**src/rtl/exc_mask_filter.sv**
```systemverilog
module exc_mask_filter #(
  parameter int PRIO_W = 8,
  parameter int IMPL_W = 3
) (
  input  logic              clk,
  input  logic              rst_n,
  input  logic              set_imask,
  input  logic              clr_imask,
  input  logic              set_fmask,
  input  logic              clr_fmask,
  input  logic              wr_en,
  input  logic [1:0]        wr_sel,
  input  logic [PRIO_W-1:0] wr_data,
  input  logic [1:0]        rd_sel,
  output logic [PRIO_W-1:0] rd_data,
  input  logic              exc_valid,
  input  logic [1:0]        exc_class,
  input  logic [PRIO_W-1:0] exc_prio,
  output logic              take
);
  localparam int LOW_W = PRIO_W - IMPL_W;
  localparam logic [1:0] CL_NMI = 2'd0;
  localparam logic [1:0] CL_HF  = 2'd1;
  localparam logic [1:0] SEL_IM = 2'd0;
  localparam logic [1:0] SEL_FM = 2'd1;
  localparam logic [1:0] SEL_TH = 2'd2;

  logic              imask, fmask;
  logic [IMPL_W-1:0] thr;
  logic [IMPL_W-1:0] prio_hi;
  logic              thr_hit;

  always_ff @(posedge clk or negedge rst_n) begin
    if (!rst_n)                          imask <= 1'b0;
    else if (set_imask)                  imask <= 1'b1;
    else if (clr_imask)                  imask <= 1'b0;
    else if (wr_en && wr_sel == SEL_IM)  imask <= wr_data[0];
  end

  always_ff @(posedge clk or negedge rst_n) begin
    if (!rst_n)                          fmask <= 1'b0;
    else if (set_fmask)                  fmask <= 1'b1;
    else if (clr_fmask)                  fmask <= 1'b0;
    else if (wr_en && wr_sel == SEL_FM)  fmask <= wr_data[0];
  end

  always_ff @(posedge clk or negedge rst_n) begin
    if (!rst_n)                          thr <= '0;
    else if (wr_en && wr_sel == SEL_TH)  thr <= wr_data[PRIO_W-1 -: IMPL_W];
  end

  assign prio_hi = exc_prio[PRIO_W-1 -: IMPL_W];
  assign thr_hit = (thr != '0) && (prio_hi >= thr);

  always_comb begin
    take = 1'b0;
    if (exc_valid) begin
      if (exc_class == CL_NMI)     take = 1'b1;
      else if (fmask)              take = 1'b0;
      else if (exc_class == CL_HF) take = 1'b1;
      else                         take = !imask && !thr_hit;
    end
  end

  always_comb begin
    case (rd_sel)
      SEL_IM:  rd_data = PRIO_W'(imask);
      SEL_FM:  rd_data = PRIO_W'(fmask);
      SEL_TH:  rd_data = PRIO_W'(thr) << LOW_W;
      default: rd_data = '0;
    endcase
  end

  AST_NMI_TAKEN: assert property (@(posedge clk) disable iff (!rst_n)
    exc_valid && exc_class == CL_NMI |-> take);
  AST_FMASK_BLOCKS: assert property (@(posedge clk) disable iff (!rst_n)
    fmask && exc_valid && exc_class != CL_NMI |-> !take);
  AST_HF_PASSES_IMASK: assert property (@(posedge clk) disable iff (!rst_n)
    !fmask && exc_valid && exc_class == CL_HF |-> take);
  AST_ISET_WINS: assert property (@(posedge clk) disable iff (!rst_n)
    set_imask |=> imask);
  AST_FSET_WINS: assert property (@(posedge clk) disable iff (!rst_n)
    set_fmask |=> fmask);
  AST_IDLE_NO_TAKE: assert property (@(posedge clk) disable iff (!rst_n)
    !exc_valid |-> !take);
  AST_THR_HOLDS: assert property (@(posedge clk) disable iff (!rst_n)
    !(wr_en && wr_sel == SEL_TH) |=> $stable(thr));
endmodule

```
**config.mk**
```make
export PLATFORM = sky130hd
export DESIGN_NAME = exc_mask_filter
export DESIGN_NICKNAME = d
export VERILOG_FILES = /design/src/rtl/exc_mask_filter.sv
export SDC_FILE = /design/constraint.sdc
export NUM_CORES = 1
export LEC_CHECK = 0
export ABC_AREA = 1
export ABC_CLOCK_PERIOD_IN_PS = 3300
export CAP_MARGIN = 20
export CORE_AREA = 4 4 41 43
export CTS_BUF_LIST = sky130_fd_sc_hd__clkbuf_8
export CTS_CLUSTER_SIZE = 25
export DETAILED_ROUTE_END_ITERATION = 12
export DIE_AREA = 0 0 45 47
export GPL_ROUTABILITY_DRIVEN = 1
export PLACE_DENSITY = 0.92
export SYNTH_ARGS = -nofsm -noshare
export SYNTH_HDL_FRONTEND = slang
export SYNTH_SLANG_ARGS = --single-unit
export TNS_END_PERCENT = 10
```
**constraint.sdc**
```tcl
create_clock -name clk -period 3.3 [get_ports clk]
set_clock_uncertainty 0.2 [all_clocks]
set_input_delay 0.825 -clock clk [delete_from_list [all_inputs] [get_ports clk]]
set_output_delay 0.825 -clock clk [all_outputs]
set_load 0.1 [all_outputs]
```
==> impl_metrics.env <==
export IMPL_wl_per_cell_um=9.970
export IMPL_critPathKind="in -> out"
export IMPL_dp_cells=97
export IMPL_hpwl_um=877.1
export IMPL_cts_hold_fix_buffers=0
export IMPL_cts_root_buffer="clkbuf_8"
export IMPL_grt_setup_unrepaired="no"
export IMPL_grt_pass1_wl_um=1552
export IMPL_cts_htree_levels=1
export IMPL_fin_util=0.5846
export IMPL_antenna_cells=0
export IMPL_crit_fanout=1
export IMPL_area_growth_pct=94.87
export IMPL_required_ps=2270
export IMPL_layout_min_cycle_time_ps=3019
export IMPL_fin_crit_sh=0.9147
export IMPL_power_density_nw_per_um2=430.8
export IMPL_antenna_found_initial=0
export IMPL_synth_seq_cells=5
export IMPL_synth_distinct_cells=12
export IMPL_cts_tree="built"
export IMPL_ys_seq_area_frac=0.3205
export IMPL_drc=0
export IMPL_setup_tns_ps=0
export IMPL_grt_ovfl_total=0
export IMPL_fmax_mhz=331.3
export IMPL_numCtsBuffers=3
export IMPL_cts_path_max_buffers=2
export IMPL_num_nets_final=120
export IMPL_avgSynthCellArea_um2=6.731
export IMPL_yosys_warnings=0
export IMPL_first_global_vias=420
export IMPL_clk_pin_slew_worst_paths_ps=30
export IMPL_layout_cells_non_filler=101
export IMPL_hp_class="reg -> reg"
export IMPL_setup_viol=0
export IMPL_hold_violations=0
export IMPL_syn_inst=58
export IMPL_arrival_ps=1990
export IMPL_start_util=0.3000
export IMPL_vdd_drop_max_uv=231.0
export IMPL_viasPerCell=4.337
export IMPL_die_h_um=47
export IMPL_core_area_um2=1301
export IMPL_cap_violations=0
export IMPL_ant_nets=0
export IMPL_port_buffers=25
export IMPL_gp_congestion=0.7193
export IMPL_grt_max_degree=7
export IMPL_die_w_um=45
export IMPL_critPathLaunchType="input port"
export IMPL_worstSetupEndpointType="output pin"
export IMPL_routed_wl_um=1007
export IMPL_drv_slew=0
export IMPL_first_iter_violations=8
export IMPL_vias=438
export IMPL_p_leak_uw=0.0003988
export IMPL_post_cts_buffers=0
export IMPL_clock_sinks=5
export IMPL_syn_area_um2=390.4
export IMPL_outcome="finished, final reports clean"
export IMPL_rows=13
export IMPL_ios=39
export IMPL_first_pass_iters=4
export IMPL_drive_above_1_share=0.1395
export IMPL_grt_usage=0.1087
export IMPL_dieArea_um2=2115
export IMPL_clock_latency_ps=220
==> logic make-up after synthesis <==
kind of cell,after synthesis,share of synthesized area
AOI/OAI and AO/OA,11,0.1571
adders and majority gates,3,0.09616
buffers and inverters,17,0.2019
DFF,5,0.3205
other,1,0.009606
and+or+nand+nor,21,0.2148
==> cell usage in the layout (no fill, tap or decap) <==
cell type,synthesis,final
a21oi_2,1,2
nand3_1,4,4
buf_12,0,5
dlygate4sd2_1,0,1
o21ai_0,3,3
conb_1,1,4
ha_1,3,2
ha_4,0,1
nand2_1,10,10
a21oi_1,6,5
inv_1,13,14
dfrtp_1,5,5
dlymetal6s2s_1,0,2
clkbuf_8,0,3
clkdlybuf4s50_1,0,17
nor2_1,7,7
a211oi_2,0,1
==> where the power goes <==
part / leakage, µW / internal, µW / switching [µW] / total, µW
Sequential: 0.0000538 / 69.3 / 2.93 / 72.2
Combinational: 0.000318 / 55.2 / 90.9 / 146
Clock: 0.0000269 / 79.7 / 29.7 / 109
Total: 0.000399 / 204 / 123 / 328
==> state kept, by name, indices dropped and copies added, names as in the netlist <==
register / cells
thr: 3
fmask: 1
imask: 1
==> stage by stage <==
step / cell area (µm²) / hold WS, ps / setup WS (ps) / total power (µW)
after CTS: 743.2 / 351.8 / 12.82 / 328.3
final: 760.7 / 356.8 / 281.4 / 327.7
after detailed placement: 695.7 / 341.4 / -5.634 / 214.6
after global placement: 695.7 / 329.9 / 22.76 / 210.1
after floorplan: 406.6 / 307.0 / -16.24 / 163.4
after global routing: 760.7 / 376.4 / 161.2 / 347.4
==> per-layer routing <==
metal  vias to the layer above  GRT usage  part of all wire
li1                        227          -                 -
met5                         -          0                 0
met4                         0    0.08772             0.034
met3                         4    0.05364              0.17
met2                        31     0.1808              0.41
met1                       176     0.1014              0.39
==> cell type report <==
cell class	instances	area [µm²]
clock buffer	3	41.29
multi-input combinational	39	219.0
tap	15	18.77
fill	134	540.5
timing repair buffer	25	304.0
sequential	5	125.1
inverter	13	48.80
clock inverter	1	3.754
==> timing repair <==
| action | 4_1_cts | 5_1_grt |
|---|---|---|
| gates resized for setup | 2 | 3 |
| pin swaps | 5 | 5 |
| endpoints found under the setup margin | 1 | 1 |
==> worst max-delay path: stages <==
cell and delay, ps:
dlygate4sd2_1 230, inv_1 50, ha_1 210, inv_1 50, nand2_1 40, nand2_1 50, nand2_1 60, nand2_1 60
nand2_1 60, a21oi_2 170, buf_12 190
==> cell usage after synthesis <==
library cell | number | area [µm²]
conb_1 | 1 | 3.750
inv_1 | 13 | 48.80
nand2_1 | 10 | 37.54
a21oi_2 | 1 | 8.760
nor2_1 | 7 | 26.28
o21ai_0 | 3 | 15.01
ha_1 | 3 | 37.54
a211oi_1 | 1 | 7.510
buf_4 | 4 | 30.03
a21oi_1 | 6 | 30.03
dfrtp_1 | 5 | 125.1
nand3_1 | 4 | 20.02
==> path summary, 6_finish.rpt <==
check	to	slack [ps]	depth (start not counted)	from
worst max-delay path	take	280	11	exc_prio[5]
worst min-delay path	thr[1]	360	2	thr[1]
worst max register to register	fmask	2320	4	fmask
worst min register to register	thr[1]	360	2	thr[1]
max in group asynchronous	thr[2]	2100	1	rst_n
min in group asynchronous	imask	620	1	rst_n
Note: power is estimated with default switching activity, not from simulation.
